<file path="config.mk">
export PLATFORM = sky130hd
export DESIGN_NAME = otp_read_path
export DESIGN_NICKNAME = d
export VERILOG_FILES = /design/src/rtl/otp_pkg.sv /design/src/rtl/otp_read_path.sv
export SDC_FILE = /design/constraint.sdc
export NUM_CORES = 1
export LEC_CHECK = 0
export BUFFER_PORTS_ARGS = -buffer_cell sky130_fd_sc_hd__buf_2
export CORE_MARGIN = 2
export CORE_UTILIZATION = 50
export DETAILED_ROUTE_END_ITERATION = 16
export GPL_TIMING_DRIVEN = 0
export PLACE_DENSITY_LB_ADDON = 0.05
export RECOVER_POWER = 50
export SKIP_CTS_REPAIR_TIMING = 1
export SLEW_MARGIN = 10
export SYNTH_ARGS = -nofsm -noshare
export SYNTH_HDL_FRONTEND = slang
export SYNTH_SLANG_ARGS = --single-unit
</file>
<file path="constraint.sdc">
create_clock -name clk -period 4 [get_ports clk]
set_clock_uncertainty 0.05 [all_clocks]
set_input_delay 0.8 -clock clk [delete_from_list [all_inputs] [get_ports clk]]
set_output_delay 0.8 -clock clk [all_outputs]
set_load 0.05 [all_outputs]
</file>
<file path="src/rtl/otp_pkg.sv">
package otp_pkg;

    typedef enum logic [2:0] {
        MODE_STANDBY,
        MODE_INHIBIT,
        MODE_PROGRAM,
        MODE_DISABLE,
        MODE_READ
    } mode_e;

    typedef enum logic [1:0] {
        RD_FLOAT,
        RD_SETTLE,
        RD_DRIVE,
        RD_RELEASE
    } rd_state_e;

    typedef enum logic {
        PG_IDLE,
        PG_PULSE
    } pg_state_e;

    localparam logic [7:0] ID_MAKER  = 8'h1E;
    localparam logic [7:0] ID_DEVICE = 8'h0D;
    localparam logic [7:0] ERASED    = 8'hFF;

endpackage

</file>
<file path="src/rtl/otp_read_path.sv">
module otp_read_path
    import otp_pkg::*;
#(
    parameter int DATA_W  = 8,
    parameter int DLY_ACC = 23,
    parameter int DLY_OE  = 13,
    parameter int DLY_DF  = 10
) (
    input  logic              clk,
    input  logic              rst_n,
    input  mode_e             mode,
    input  logic [DATA_W-1:0] lookup,
    output logic [DATA_W-1:0] dout,
    output logic              dout_en
);

    localparam int MAXD = (DLY_OE > DLY_DF) ? DLY_OE : DLY_DF;
    localparam int CW   = $clog2(MAXD + 1);

    rd_state_e     st, nxt;
    logic [CW-1:0] cnt, cnt_nxt;
    logic          rd;

    // Address-to-data delay line, one register per cycle.
    for (genvar g = 0; g < DLY_ACC; g++) begin : g_stage
        logic [DATA_W-1:0] q;
        if (g == 0) begin : g_first
            always_ff @(posedge clk or negedge rst_n) begin
                if (!rst_n) q <= '0;
                else        q <= lookup;
            end
        end else begin : g_next
            always_ff @(posedge clk or negedge rst_n) begin
                if (!rst_n) q <= '0;
                else        q <= g_stage[g-1].q;
            end
        end
    end

    assign rd = (mode == MODE_READ);

    always_ff @(posedge clk or negedge rst_n) begin
        if (!rst_n) begin
            st  <= RD_FLOAT;
            cnt <= '0;
        end else begin
            st  <= nxt;
            cnt <= cnt_nxt;
        end
    end

    always_comb begin
        nxt     = st;
        cnt_nxt = cnt;
        unique case (st)
            RD_FLOAT: if (rd) begin
                cnt_nxt = CW'(1);
                nxt     = (DLY_OE <= 1) ? RD_DRIVE : RD_SETTLE;
            end
            RD_SETTLE: if (!rd) begin
                nxt = RD_FLOAT;
            end else begin
                cnt_nxt = cnt + CW'(1);
                if ((cnt + CW'(1)) >= CW'(DLY_OE)) nxt = RD_DRIVE;
            end
            RD_DRIVE: if (!rd) begin
                cnt_nxt = CW'(1);
                nxt     = (DLY_DF <= 1) ? RD_FLOAT : RD_RELEASE;
            end
            RD_RELEASE: if (rd) begin
                nxt = RD_DRIVE;
            end else begin
                cnt_nxt = cnt + CW'(1);
                if ((cnt + CW'(1)) >= CW'(DLY_DF)) nxt = RD_FLOAT;
            end
        endcase
    end

    // Output process.
    always_comb begin
        dout_en = (st == RD_DRIVE) || (st == RD_RELEASE);
        dout    = dout_en ? g_stage[DLY_ACC-1].q : '0;
    end

endmodule

</file>
==> results of run 1 <==
worst max-delay path by stage:
stage                            endpoint  slack (ps)
4_1_cts                           dout[2]        1570
3_5_place_dp           cnt[3]$_DFFE_PN0P_        2080
2_1_floorplan                     dout[0]        2180
6_report                          dout[2]        1630
5_1_grt        g_stage[12].q[0]$_DFF_PN0_        1250
3_3_place_gp    g_stage[0].q[7]$_DFF_PN0_        -530
flip-flops by register name (all words and copies together), names as in the netlist, named ones only:
signal     flops
g_stage.q    184
cnt            4
st             1
through the flow:
| stage | utilization | area [sq um] |
|---|---|---|
| after CTS | 0.6022 | 5886 |
| after global placement | 0.5420 | 5298 |
| after floorplan | - | 5026 |
| final | 0.6011 | 5876 |
| after global routing | 0.6011 | 5876 |
| after detailed placement | 0.5458 | 5335 |
placed cells by master, fill, tap and decap left out:
cell	count
dfrtp_1	190
buf_2	21
clkbuf_16	16
and2_1	8
nand2_1	5
clkinvlp_4	5
inv_6	4
inv_8	4
nor2_1	3
ha_1	3
inv_1	2
a21oi_1	2
clkbuf_8	2
clkbuf_1	1
nor3b_4	1
xnor2_2	1
and2b_2	1
nor2b_1	1
a221o_1	1
o21ai_0	1
o31ai_1	1
nand2b_1	1
nand3_1	1
mux2i_1	1
a21boi_2	1
mux2_2	1
mux2_1	1
clkinv_2	1
clkbuf_2	1
buf_16	1
critical path, delay by kind of cell (launching register included):
| family | cells | cell delay [ps] |
|---|---|---|
| simple gates | 1 | 140 |
| buf+inv | 2 | 470 |
| flops | 1 | 410 |
kinds of logic after synthesis:
family	Yosys count	share of synthesized area
flip-flops	190	0.9460
AND/OR/NAND/NOR	21	0.02490
AO/OA/AOI/OAI	6	0.008713
buffers and inverters	4	0.003235
multiplexers	3	0.006472
adder cells (fa/ha/maj)	3	0.007469
XOR/XNOR	1	0.003237
area by class of cell:
class | count | area (sq um)
plain buffers | 2 | 8.758
clock buffers | 18 | 427.9
multi-input cells | 34 | 255.2
clock inverters | 14 | 122.6
fillers | 737 | 3899
repair buffers | 22 | 132.6
flip-flops and latches | 190 | 4755
inverters | 2 | 7.507
well taps | 133 | 166.4
layer usage:
metal,track usage,vias up
met5,0,-
met4,0.05502,0
met3,0.05952,2
met2,0.1461,31
met1,0.1628,983
li1,-,803
power by group:
group | total [mW] | internal (mW) | switching [mW]
Sequential | 2.05 | 2.02 | 0.0289
Combinational | 0.0620 | 0.0167 | 0.0453
Clock | 1.52 | 0.804 | 0.716
Total | 3.63 | 2.84 | 0.791
==> metrics.txt, run 1 <==
outcome=finished, violations left; failing checks=max-capacitance violations, max-slew violations; flop-to-flop setup slack=between 2000 and 2500 ps; crit share post-route=0.5926; static leakage=approximately 2.7 nW; WP data arrival=about 1500 ps; synth top area cells=dfrtp_1 (95%), and2_1 (1.0%), ha_1 (0.75%), nand2_1 (0.37%), nor3b_4 (0.37%); routability cong.=about 0.65; most common cell in the netlist=dfrtp_1; Hold Vio Cnt, Final=0; share of cells above drive strength 1=0.2128; number of synthesized flops with an enable pin=0; highest metal used=met4; initial drt markers=90; pwr dens=around 600 mW/mm^2; fmax=approximately 420 MHz; wire per inst=roughly 12 um; CTS root buffer=clkbuf_8; Worst setup SP type=flop; Max VDD drop=0.3285 mV; wire length on met1=2507 um; H-tree depth=4; Crit Path Class=reg -> out; sequential cell area fraction in the yosys report=0.9460; setup TNS=0 ps; via count=1819; area of the mapped netlist=between 0.005 and 0.006 sq mm; CTS Buf Count=17; post-route setup slack=approximately 1600 ps; drt pass-1 iters=4; overall power after layout=about 3.6 mW; initial antenna violation count=0; clock buffer depth=2; Crit path largest cell delay=between 400 and 500 ps; row count=36; Die Area=0.01087 sq mm; RSZ-0062 raised after global routing=no; Critical Path, Cell by Cell=buf_2 > and2_1 > buf_2; CTS tree=done; Die W=between 100 and 150 um; final hold slack=about 300 ps; leading area contributor after synthesis=dfrtp_1; Placed Cells=~380; Least-Margin Pin Slew=2230 ps; async set or reset register ratio after synthesis=1.000; Post-synth top cells=dfrtp_1 (190), and2_1 (8), nand2_1 (5), ha_1 (3), nor2_1 (3); Post-Syn Area per Cell=~22 sq um; most frequent cell on the critical path=buf_2; clk slew on worst S/H paths=70 ps; vias in the first global route=1959; drc violations=0; Global Route Usage Sum=0.1146; Final #Nets=roughly 290; Worst Hold Class=reg -> reg; fin crit period=approximately 2400 ps; I/O Pins=22; worst rel slew slack=-0.4866; hold wc startpoint=g_stage[17].q[0]$_DFF_PN0_; final max-slew violation count=95; worst-path fanout max=10; synth warn=0; Worst R2R Path Depth=5; Worst Path Required=about 3200 ps; Net Count, Synth=between 200 and 250; Critical Path Sink Type=output pin; critical path's slowest cell=dfrtp_1; antenna-violating nets left=0; Port Buffers=21; hpwl dp=about 2500 um; final cell count without fillers=between 400 and 500; hold-critical path depth=0; DR WL met2=about 2200 um; setup violators final=0; worst reg2reg startpoint=cnt[0]$_DFFE_PN0P_; DR WL met3=approximately 200 um; Syn-to-layout area delta=16.90%; Synth cell types=22; clk sink count=190; Cells after Synth=~230; synthesized flop and latch total=190; largest net degree at the start of global routing=97; Main synth FF type=dfrtp_1; clk_lat worst skew=510 ps; Overflow after GRT=0; max-cap check violation count=1; Place WS=around 2100 ps; die outline height=about 100 um; top cell type's share of synthesized area=0.9460; core area=a little under 0.01 sq mm; hold endpoint=g_stage[18].q[0]$_DFF_PN0_; Total Wirelength=4946 um; starting density of the core=0.5142; ant diodes=0; first-pass GRT wire length=slightly above 9000 um; via count normalized by instance count=around 4.4
No activity file was read; power rests on OpenSTA's default activity.
==> inputs of run 2 (changes only) <==
--- a/config.mk
+++ b/config.mk
@@ -5,6 +5,7 @@
 export SDC_FILE = /design/constraint.sdc
 export NUM_CORES = 1
 export LEC_CHECK = 0
+export ABC_AREA = 1
 export BUFFER_PORTS_ARGS = -buffer_cell sky130_fd_sc_hd__buf_2
 export CORE_MARGIN = 2
 export CORE_UTILIZATION = 50
==> constraint.sdc (replaced) <==
create_clock -name clk -period 2.5 [get_ports clk]
set_clock_uncertainty 0.05 [all_clocks]
set_input_delay 0.5 -clock clk [delete_from_list [all_inputs] [get_ports clk]]
set_output_delay 0.5 -clock clk [all_outputs]
set_load 0.05 [all_outputs]
==> metrics.txt, run 2 <==
outcome=finished clean; initial antenna violation count=0 (unchanged); drt pass-1 iters=4 (unchanged); max reg flops=184 (unchanged); Post-Syn Area per Cell=20.23 sq um (-8.3%); Worst Hold Class=in -> reg; via count normalized by instance count=4.314 (-1.6%); most common cell in the netlist=dfrtp_1; row count=36 (unchanged); synth top area cells=dfrtp_1 (94%), nand2_1 (1.8%), inv_1 (1.0%), ha_1 (0.75%), o21ai_0 (0.50%); Hold Vio Cnt, Final=0 (unchanged); Syn-to-layout area delta=17.44%; first-pass GRT wire length=9190 um (-1.8%); leading area contributor after synthesis=dfrtp_1; Final #Nets=309 (+8.4%); area of the mapped netlist=0.005036 sq mm (+0.20%); CTS tree=done; register area=0.004755 sq mm (unchanged); Die W=104.4 um (about the same); Main synth FF type=dfrtp_1; most common cell after layout, fill and taps aside=dfrtp_1; Worst setup SP type=flop; hpwl dp=2528 um (+2.9%); Net Count, Synth=265 (+8.6%); register bank with the most flops=g_stage.q; sequential cell area fraction in the yosys report=0.9441 (-0.001880); H-tree depth=4 (unchanged); clk sink count=190 (unchanged); number of synthesized flops with an enable pin=0 (unchanged); Post-synth top cells=dfrtp_1 (190), nand2_1 (24), inv_1 (14), o21ai_0 (5), nor2_1 (4); async set or reset register ratio after synthesis=1.000 (unchanged); Synth cell types=13 (-41%); setup violators final=0 (unchanged); fmax=approximately 500 MHz; initial drt markers=64 (-29%); Cells after Synth=249 (+9.2%); core area=0.009774 sq mm (unchanged); pwr dens=1067 mW/mm^2 (+73%); static leakage=2.800 nW (+3.3%); vias in the first global route=2031 (+3.7%); final design utilization=0.6051 (+0.003969); hold-critical path depth=1 (+1); Worst Path Required=1950 ps (-1200 ps); RSZ-0062 raised after global routing=no; Top Registers=g_stage.q: 184 flops, cnt: 4 flops, st: 1 flops; via count=1894 (+4.1%); Worst R2R Path Depth=6 (+1); Least-Margin Pin Slew=1131 ps (-1099 ps); top cell type's share of synthesized area=0.9441 (-0.001880); largest net degree at the start of global routing=105 (+8.2%); worst-path fanout max=10 (unchanged); wire per inst=11.67 um (-2.0%); Port Buffers=21 (unchanged); drc violations=0 (unchanged); share of cells above drive strength 1=0.1765 (-0.03630); most frequent cells in the layout=dfrtp_1 (190), nand2_1 (24), buf_2 (20); Overflow after GRT=0 (unchanged); Crit Path Class=reg -> out; worst rel slew slack=0.2458 (+0.7324); ant diodes=0 (unchanged); multi-input logic area=214.0 sq um (-16%); Die Area=0.01089 sq mm (+0.19%); synth warn=0 (unchanged); Filler cells=728 (-1.2%); starting density of the core=0.5152 (+0.001024); crit share post-route=0.7996; CTS Buf Count=17 (unchanged); clk_lat worst skew=520 ps (about the same); max-cap check violation count=0 (-1); I/O Pins=22 (unchanged); clk slew on worst S/H paths=70 ps (about the same); Max VDD drop=0.5061 mV (+54%); antenna-violating nets left=0 (unchanged); clock buffer depth=2 (unchanged); WP data arrival=1450 ps (-70 ps); CTS root buffer=clkbuf_8; final hold slack=31.08 ps (-262.2 ps); Critical Path Sink Type=output pin; synthesized flop and latch total=190 (unchanged); routability cong.=0.6637 (+2.0%); Global Route Usage Sum=0.1124 (-0.002139); fin crit period=1999 ps; die outline height=104.4 um (about the same); final max-slew violation count=0 (-100%); Total Wirelength=5125 um (+3.6%)
[run 2: cell families after synthesis]
logic type               share of synthesized area
AO/OA/AOI/OAI                             0.005961
XOR/XNOR                                  0.003479
adder cells (fa/ha/maj)                   0.007454
buffers and inverters                      0.01342
flip-flops                                  0.9441
AND/OR/NAND/NOR                            0.02559
[run 2: routing by layer]
layer	vias to the layer above	wire, um	track usage	part of all wire
li1	848	-	-	-
met1	992	2527	0.1392	0.49
met2	43	2235	0.1592	0.44
met3	11	243	0.05138	0.047
met4	0	119	0.07529	0.023
met5	-	0	0	0
[run 2: final timing paths]
path | from | slack (ps) | endpoint
worst max-delay path | flop | 500 | dout[2]
worst min-delay path | lookup[0] | 30 | g_stage[0].q[0]$_DFF_PN0_
worst max register to register | cnt[0]$_DFFE_PN0P_ | 1130 | flop
worst min register to register | g_stage[17].q[0]$_DFF_PN0_ | 290 | g_stage[18].q[0]$_DFF_PN0_
max in group asynchronous | rst_n | 650 | g_stage[5].q[4]$_DFF_PN0_
min in group asynchronous | rst_n | 720 | g_stage[20].q[7]$_DFF_PN0_
[run 2: critical path, stage by stage, from the launching register on]
cell     delay (ps)
dfrtp_1         410
buf_6           160
nand2_1          50
inv_1            50
buf_2           250
[run 2: through the flow]
stage	power, mW	std cells	cell area, sq um	TNS, ps	worst slack, ps
3_5_place_dp	3.947	404	5345	0	1007
2_1_floorplan	3.752	249	5036	0	1084
6_report	6.311	439	5914	0	501.1
4_1_cts	6.400	436	5892	0	455.1
5_1_grt	6.609	439	5914	0	381.1
3_3_place_gp	3.906	403	5308	-326580	-1732
[run 2: layout make-up]
| type | instances | area share |
|---|---|---|
| Tap cell | 133 | 0.02814 |
| Clock inverter | 12 | 0.01883 |
| Clock buffer | 20 | 0.07362 |
| Buffer | 2 | 0.002539 |
| Inverter | 14 | 0.008885 |
| Multi-Input combinational cell | 43 | 0.03618 |
| Timing Repair Buffer | 25 | 0.02792 |
| Sequential cell | 190 | 0.8039 |
[run 2: report_power, final]
group	total [mW]	switching, mW	internal [mW]
Combinational	0.531	0.389	0.142
Clock	2.43	1.08	1.35
Sequential	3.35	0.0831	3.27
Total	6.31	1.55	4.76
